## src/rtl/csr_pkg.sv

```systemverilog
package csr_pkg;

    typedef enum logic [1:0] {
        SRC_DIV16  = 2'd0,
        SRC_DIRECT = 2'd1,
        SRC_PLL    = 2'd2,
        SRC_ALT    = 2'd3
    } src_e;

    typedef struct packed {
        logic sw_ie;
        logic lock_ie;
        logic wfi_alt;
        logic wfi_lp;
        logic pre_div2;
        logic srst_en;
        logic halt_en;
        logic pll_req;
        logic full_rate;
    } ctrl_t;

    localparam int CTRL_W = $bits(ctrl_t);

    localparam logic [1:0] A_CTRL = 2'd0;
    localparam logic [1:0] A_STAT = 2'd1;
    localparam logic [1:0] A_MODE = 2'd2;
    localparam logic [1:0] A_PLL  = 2'd3;

    localparam int MUL_BASE = 12;
    localparam int MUL_STEP = 4;

    function automatic logic [4:0] mul_factor(input logic [1:0] code);
        return 5'(MUL_BASE + MUL_STEP * int'(code));
    endfunction

endpackage

```

## src/rtl/csr_sync.sv

```systemverilog
module csr_sync #(
    parameter int STAGES = 2,
    parameter int W      = 1
) (
    input  logic         clk,
    input  logic         rst_n,
    input  logic [W-1:0] d,
    output logic [W-1:0] q
);
    logic [W-1:0] stage_d [STAGES];
    logic [W-1:0] stage_q [STAGES];

    for (genvar i = 0; i < STAGES; i++) begin : g_stage
        if (i == 0) begin : g_first
            always_comb stage_d[i] = d;
        end else begin : g_next
            always_comb stage_d[i] = stage_q[i-1];
        end
        always_ff @(posedge clk or negedge rst_n) begin
            if (!rst_n) stage_q[i] <= '0;
            else        stage_q[i] <= stage_d[i];
        end
    end

    assign q = stage_q[STAGES-1];
endmodule

```

## src/rtl/csr_clksel.sv

```systemverilog
module csr_clksel
    import csr_pkg::*;
(
    input  logic clk,
    input  logic por_n,
    input  logic sys_rst_n,
    input  logic full_rate,
    input  logic pll_req,
    input  logic lock_s,
    input  logic vok_s,
    input  logic wfi_lp,
    input  logic wfi_alt,
    input  logic wfi_i,
    output src_e ref_sel,
    output src_e mclk_sel,
    output logic switch_evt
);
    typedef struct packed {
        src_e ref_src;
        src_e mclk_src;
    } sel_t;

    sel_t sel_d, sel_q;
    logic pll_ok;

    always_comb begin
        sel_d  = sel_q;
        pll_ok = pll_req && lock_s && vok_s;
        if (!full_rate)  sel_d.ref_src = SRC_DIV16;
        else if (pll_ok) sel_d.ref_src = SRC_PLL;
        else             sel_d.ref_src = SRC_DIRECT;

        if (wfi_lp && wfi_i) sel_d.mclk_src = wfi_alt ? SRC_ALT : SRC_DIV16;
        else                 sel_d.mclk_src = sel_d.ref_src;

        if (!sys_rst_n) begin
            sel_d.ref_src  = SRC_DIV16;
            sel_d.mclk_src = SRC_DIV16;
        end
        switch_evt = (sel_d.ref_src != sel_q.ref_src);
    end

    always_ff @(posedge clk or negedge por_n) begin
        if (!por_n) begin
            sel_q.ref_src  <= SRC_DIV16;
            sel_q.mclk_src <= SRC_DIV16;
        end else begin
            sel_q <= sel_d;
        end
    end

    assign ref_sel  = sel_q.ref_src;
    assign mclk_sel = sel_q.mclk_src;

    // PLL only after lock and regulator OK were both seen with a request
    p_pll_gated_r2: assert property (@(posedge clk) disable iff (!por_n)
        (sel_q.ref_src == SRC_PLL) |-> $past(pll_req && lock_s && vok_s));

    // low-power wait picks alternate or divided clock
    p_wfi_clock_r7: assert property (@(posedge clk) disable iff (!por_n)
        $past(wfi_lp && wfi_i && sys_rst_n) |->
        (sel_q.mclk_src == ($past(wfi_alt) ? SRC_ALT : SRC_DIV16)));
endmodule

```

## src/rtl/csr_regs.sv

```systemverilog
module csr_regs
    import csr_pkg::*;
#(
    parameter int DW = 16
) (
    input  logic          clk,
    input  logic          por_n,
    input  logic          sys_rst_n,
    input  logic          bus_sel,
    input  logic          bus_wr,
    input  logic [1:0]    bus_addr,
    input  logic [DW-1:0] bus_wdata,
    output logic [DW-1:0] bus_rdata,
    input  logic          lock_s,
    input  logic          vok_s,
    input  logic          wfi_i,
    input  logic          wdg_rst_i,
    input  logic          lvd_rst_i,
    input  logic          switch_evt,
    output ctrl_t         ctrl,
    output logic [1:0]    mul_code,
    output logic [2:0]    div_val,
    output logic          rst_req,
    output logic          irq
);
    typedef struct packed {
        ctrl_t      ctrl;
        logic       lock_pend;
        logic       sw_pend;
        logic       wdg_f;
        logic       soft_f;
        logic       lvd_f;
        logic [1:0] mul;
        logic [2:0] div;
        logic       lock_prev;
        logic       rst_req;
    } st_t;

    st_t  st_d, st_q;
    logic wr, lock_rise, halt_ok, clr_stat;

    always_comb begin
        st_d           = st_q;
        st_d.rst_req   = 1'b0;
        st_d.lock_prev = lock_s;
        wr        = bus_sel && bus_wr;
        lock_rise = lock_s && !st_q.lock_prev;
        clr_stat  = wr && (bus_addr == A_STAT);
        halt_ok   = wr && (bus_addr == A_MODE) && bus_wdata[0]
                    && st_q.ctrl.halt_en && st_q.ctrl.srst_en;

        if (wr && bus_addr == A_CTRL) st_d.ctrl = ctrl_t'(bus_wdata[CTRL_W-1:0]);
        if (clr_stat) begin
            if (bus_wdata[0]) st_d.lock_pend = 1'b0;
            if (bus_wdata[1]) st_d.sw_pend   = 1'b0;
            if (bus_wdata[2]) st_d.wdg_f     = 1'b0;
            if (bus_wdata[3]) st_d.soft_f    = 1'b0;
            if (bus_wdata[4]) st_d.lvd_f     = 1'b0;
        end
        if (wr && bus_addr == A_PLL) begin
            st_d.mul = bus_wdata[1:0];
            if (bus_wdata[4:2] != 3'd0) st_d.div = bus_wdata[4:2];
        end

        // set events win over a clear in the same cycle
        if (lock_rise)  st_d.lock_pend = 1'b1;
        if (switch_evt) st_d.sw_pend   = 1'b1;
        if (wdg_rst_i)  st_d.wdg_f     = 1'b1;
        if (lvd_rst_i)  st_d.lvd_f     = 1'b1;
        if (halt_ok) begin
            st_d.soft_f  = 1'b1;
            st_d.rst_req = 1'b1;
        end

        // system reset spares the cause flags
        if (!sys_rst_n) begin
            st_d.ctrl      = '0;
            st_d.lock_pend = 1'b0;
            st_d.sw_pend   = 1'b0;
            st_d.mul       = 2'd0;
            st_d.div       = 3'd1;
            st_d.rst_req   = 1'b0;
        end
    end

    always_ff @(posedge clk or negedge por_n) begin
        if (!por_n) begin
            st_q     <= '0;
            st_q.div <= 3'd1;
        end else begin
            st_q <= st_d;
        end
    end

    always_comb begin
        bus_rdata = '0;
        case (bus_addr)
            A_CTRL:  bus_rdata[CTRL_W-1:0] = st_q.ctrl;
            A_STAT:  bus_rdata[6:0] = {vok_s, lock_s, st_q.lvd_f, st_q.soft_f,
                                       st_q.wdg_f, st_q.sw_pend, st_q.lock_pend};
            A_MODE:  bus_rdata[1:0] = {wfi_i, 1'b0};
            default: bus_rdata[4:0] = {st_q.div, st_q.mul};
        endcase
    end

    assign ctrl     = st_q.ctrl;
    assign mul_code = st_q.mul;
    assign div_val  = st_q.div;
    assign rst_req  = st_q.rst_req;
    assign irq      = (st_q.lock_pend && st_q.ctrl.lock_ie)
                   || (st_q.sw_pend && st_q.ctrl.sw_ie);

    // a reset request needs both enables in the cycle of the halt write
    p_srst_enables_r3: assert property (@(posedge clk) disable iff (!por_n)
        st_q.rst_req |-> $past(st_q.ctrl.halt_en && st_q.ctrl.srst_en));

    // request lasts a single cycle
    p_srst_pulse_r3: assert property (@(posedge clk) disable iff (!por_n)
        st_q.rst_req |=> !st_q.rst_req);

    // watchdog flag falls only through a write of 1
    p_flag_sticky_r5: assert property (@(posedge clk) disable iff (!por_n)
        $fell(st_q.wdg_f) |-> $past(clr_stat && bus_wdata[2]));

    // set beats clear in the same cycle
    p_set_priority_r9: assert property (@(posedge clk) disable iff (!por_n)
        (lock_rise && clr_stat && bus_wdata[0] && sys_rst_n) |=> st_q.lock_pend);

    // lock pending rises only after a lock edge
    p_lock_edge_r10: assert property (@(posedge clk) disable iff (!por_n)
        $rose(st_q.lock_pend) |-> $past(lock_rise));
endmodule

```

## src/rtl/clksrc_rst_ctrl.sv

```systemverilog
module clksrc_rst_ctrl
    import csr_pkg::*;
#(
    parameter int DW          = 16,
    parameter int SYNC_STAGES = 2
) (
    input  logic          clk,
    input  logic          por_n,
    input  logic          sys_rst_n,
    input  logic          bus_sel,
    input  logic          bus_wr,
    input  logic [1:0]    bus_addr,
    input  logic [DW-1:0] bus_wdata,
    output logic [DW-1:0] bus_rdata,
    input  logic          pll_lock_i,
    input  logic          vreg_ok_i,
    input  logic          wfi_i,
    input  logic          wdg_rst_i,
    input  logic          lvd_rst_i,
    output logic [1:0]    ref_sel_o,
    output logic [1:0]    mclk_sel_o,
    output logic          pre_div2_o,
    output logic [4:0]    pll_mul_o,
    output logic [2:0]    pll_div_o,
    output logic          rst_req_o,
    output logic          irq_o
);
    logic [1:0] stat_s;
    logic       switch_evt;
    ctrl_t      ctrl;
    src_e       ref_sel, mclk_sel;
    logic [1:0] mul_code;

    csr_sync #(.STAGES(SYNC_STAGES), .W(2)) u_sync (
        .clk   (clk),
        .rst_n (por_n),
        .d     ({vreg_ok_i, pll_lock_i}),
        .q     (stat_s)
    );

    csr_clksel u_sel (
        .clk        (clk),
        .por_n      (por_n),
        .sys_rst_n  (sys_rst_n),
        .full_rate  (ctrl.full_rate),
        .pll_req    (ctrl.pll_req),
        .lock_s     (stat_s[0]),
        .vok_s      (stat_s[1]),
        .wfi_lp     (ctrl.wfi_lp),
        .wfi_alt    (ctrl.wfi_alt),
        .wfi_i      (wfi_i),
        .ref_sel    (ref_sel),
        .mclk_sel   (mclk_sel),
        .switch_evt (switch_evt)
    );

    csr_regs #(.DW(DW)) u_regs (
        .clk        (clk),
        .por_n      (por_n),
        .sys_rst_n  (sys_rst_n),
        .bus_sel    (bus_sel),
        .bus_wr     (bus_wr),
        .bus_addr   (bus_addr),
        .bus_wdata  (bus_wdata),
        .bus_rdata  (bus_rdata),
        .lock_s     (stat_s[0]),
        .vok_s      (stat_s[1]),
        .wfi_i      (wfi_i),
        .wdg_rst_i  (wdg_rst_i),
        .lvd_rst_i  (lvd_rst_i),
        .switch_evt (switch_evt),
        .ctrl       (ctrl),
        .mul_code   (mul_code),
        .div_val    (pll_div_o),
        .rst_req    (rst_req_o),
        .irq        (irq_o)
    );

    assign ref_sel_o  = ref_sel;
    assign mclk_sel_o = mclk_sel;
    assign pre_div2_o = ctrl.pre_div2;
    assign pll_mul_o  = mul_factor(mul_code);
endmodule

```

## config.mk

```make
export PLATFORM = sky130hd
export DESIGN_NAME = clksrc_rst_ctrl
export DESIGN_NICKNAME = d
export VERILOG_FILES = /design/src/rtl/csr_pkg.sv /design/src/rtl/csr_sync.sv /design/src/rtl/csr_clksel.sv /design/src/rtl/csr_regs.sv /design/src/rtl/clksrc_rst_ctrl.sv
export SDC_FILE = /design/constraint.sdc
export NUM_CORES = 1
export LEC_CHECK = 0
export BUFFER_PORTS_ARGS = -buffer_cell sky130_fd_sc_hd__buf_2
export CAP_MARGIN = 20
export CORE_ASPECT_RATIO = 0.6
export CORE_UTILIZATION = 34
export CTS_CLUSTER_DIAMETER = 80
export CTS_CLUSTER_SIZE = 10
export DETAILED_ROUTE_END_ITERATION = 12
export SLEW_MARGIN = 20
export SYNTH_ARGS = -nofsm -noshare
export SYNTH_HDL_FRONTEND = slang
export SYNTH_HIERARCHICAL = 1
export SYNTH_SLANG_ARGS = --single-unit
```

## constraint.sdc

```tcl
create_clock -name clk -period 3.5 [get_ports clk]
set_input_delay 0.35 -clock clk [delete_from_list [all_inputs] [get_ports clk]]
set_output_delay 0.35 -clock clk [all_outputs]
set_load 0.01 [all_outputs]
```

==> metrics.cfg <==
[run_status]
outcome = complete, no violations

[clock_tree]
cts_tree = yes
post_cts_resized = 0
clkTransAtPathRegs_ns = 0.06
clk_path_buf_depth = 2
postCtsSetupRepairBufs = 0
ctsRootBufferMaster = clkbuf_8
htreeDepth = 2
cts_buffers = 5
post_cts_hold_buffer_count = 0
clk_latency_ns = 0.29
clock_sinks = 29

[sta]
fmax_ghz = 0.5600
finalHoldViolCount = 0
hold_ws_ns = 0.1063
setup-tns-final_ns = 0
min_period_ns = 1.786
setup_slack_ns = 1.714
drv_slew = 0
worst_slew_pin_slew_ns = 0.6902
max_slew_margin_pct = 53.99
period_share_pct = 51.02
setup_viol = 0
fin_skew_ns = 0.005658
rsz0062_at_grt = no

[power]
p_leak_nw = 0.8681
p_sw_w = 0.0001852
p_int_w = 0.0005104
pwr-share-seq_pct = 50.3
p_per_area_nw_per_um2 = 381.0
power_w = 0.0006956
switching_share_pct = 26.62
ir_drop_uv = 150.3
clkPwrFrac_pct = 38.8
combPwrFrac_pct = 10.9

[synth]
synthCells = 162
syn-cell-area_sq_um = 1629
yosysWarnings = 6
postSynthAreaPerCell_sq_um = 10.06

[hold_path]
hold_path_class = in2async

[routing]
dr.pass1.iters = 4
routed_wl_um = 3573
drc_errors = 0
via_count = 1193
wl_per_cell_um = 14.01
final_antenna_net_count = 0
viasPerCell = 4.678
first_iter_violations = 89

[place]
place_ws_ns = 1.711
globalplace.congestion = 0.7168
hpwl_um = 2536
portBuffers = 42

[finish]
diodes = 0
drive_gt1_share_pct = 33.33
n_fill_cell = 476
fin_nets = 220
fin_util_pct = 39.79
area_growth_pct = 12.06

[global_route]
grt_max_degree = 30
grt-ovfl-total = 0
grt_pass1_wl_um = 5927
first_global_vias = 1081
grt_usage_pct = 15.76
grt_antenna_before_repair = 0

[setup_path]
worstPathCellList = buf_2 > mux4_2 > buf_2
slowest_delay_ns = 0.57
start_kind = input port
worstPathMaxFanout = 18
crit_top_cell = buf_2
cp_slowest_cell = mux4_2
crit_type = in2out
r2r_cells = 5
crit_path_end_kind = output port
crit_arrival_ns = 1.44
critPathRequiredTime_ns = 3.15

[floorplanning]
start_util_pct = 35.51
die_h_um = 55.62
core_area_sq_um = 4588
fp.dieArea_sq_um = 5081
ios = 59
die_x_um = 91.36
num_rows = 19

[flow_run]
cap_violations = 0

[registers in the layout, indices dropped and copies added (netlist names)]
name / flops
u_regs/ctrl: 9
u_regs/st_q: 6
u_regs/div_val: 3
u_regs/mul_code: 2
u_sel/mclk_sel: 2
u_sel/ref_sel: 2
u_sync/q: 2
u_sync/stage_d: 2
u_regs/rst_req: 1
[through the flow]
step	instances	instance area, sq um
2_1_floorplan	169	1655
3_3_place_gp	247	1743
3_5_place_dp	247	1743
4_1_cts	255	1826
5_1_grt	255	1826
6_report	255	1826
[cell usage in the layout, fill, tap and decap left out, drive strengths merged, types with 2 or more instances in the layout]
master	n
a21boi	12
a21o	3
inv	7
nand3	9
nor2	9
o21ai	8
dfrtp	28
nor2b	3
clkbuf	6
mux2i	8
buf	42
conb	9
clkinv	2
nand2	25
o211ai	3
nor3b	2
[power groups by stage]
| stage | Clock, W | Combinational, W | Sequential (W) |
|---|---|---|---|
| 6_report | 0.000270 | 0.0000757 | 0.000350 |
| 5_1_grt | 0.000297 | 0.0000850 | 0.000351 |
| 4_1_cts | 0.000279 | 0.0000767 | 0.000350 |
| 3_5_place_dp | 0 | 0.0000765 | 0.000356 |
| 3_3_place_gp | 0 | 0.0000755 | 0.000356 |
| 2_1_floorplan | 0 | 0.0000561 | 0.000354 |
[worst paths after layout]
kind | from | endpoint | slack (ns)
min reg2reg | u_sync/stage_d[1]$_DFF_PN0_ | u_sync/q[1]$_DFF_PN0_ | 0.35
max in group asynchronous | por_n | u_regs/ctrl[5]$_DFFE_PN0P_ | 2.95
min | por_n | u_regs/rst_req$_DFF_PN0_ | 0.11
min in group clk | pll_lock_i | u_sync/stage_d[0]$_DFF_PN0_ | 0.17
max reg2reg | u_regs/ctrl[0]$_DFFE_PN0P_ | u_regs/st_q[10]$_DFFE_PN0P_ | 2.15
max | bus_addr[0] | bus_rdata[1] | 1.71
[layout make-up]
cell class | count | area [sq um] | area share (%)
inverters | 7 | 26.28 | 1.439
well taps | 63 | 78.83 | 4.318
clock buffers | 6 | 72.57 | 3.975
flip-flops and latches | 29 | 726.9 | 39.82
repair buffers | 42 | 210.2 | 11.51
multi-input cells | 106 | 700.7 | 38.38
clock inverters | 2 | 10.01 | 0.5483
[metal layers]
metal	global-route usage, %	vias up	part of all wire, %
met2	17.64	59	37
met1	26.08	551	52
met5	0	-	0
met3	5.191	5	10
li1	-	578	-
met4	6.122	0	0.98
[critical path, delay by kind of cell]
kind     cells  cell delay [ns]
mux          1             0.57
buf+inv      2             0.51
Note: power is estimated with default switching activity, not from simulation.
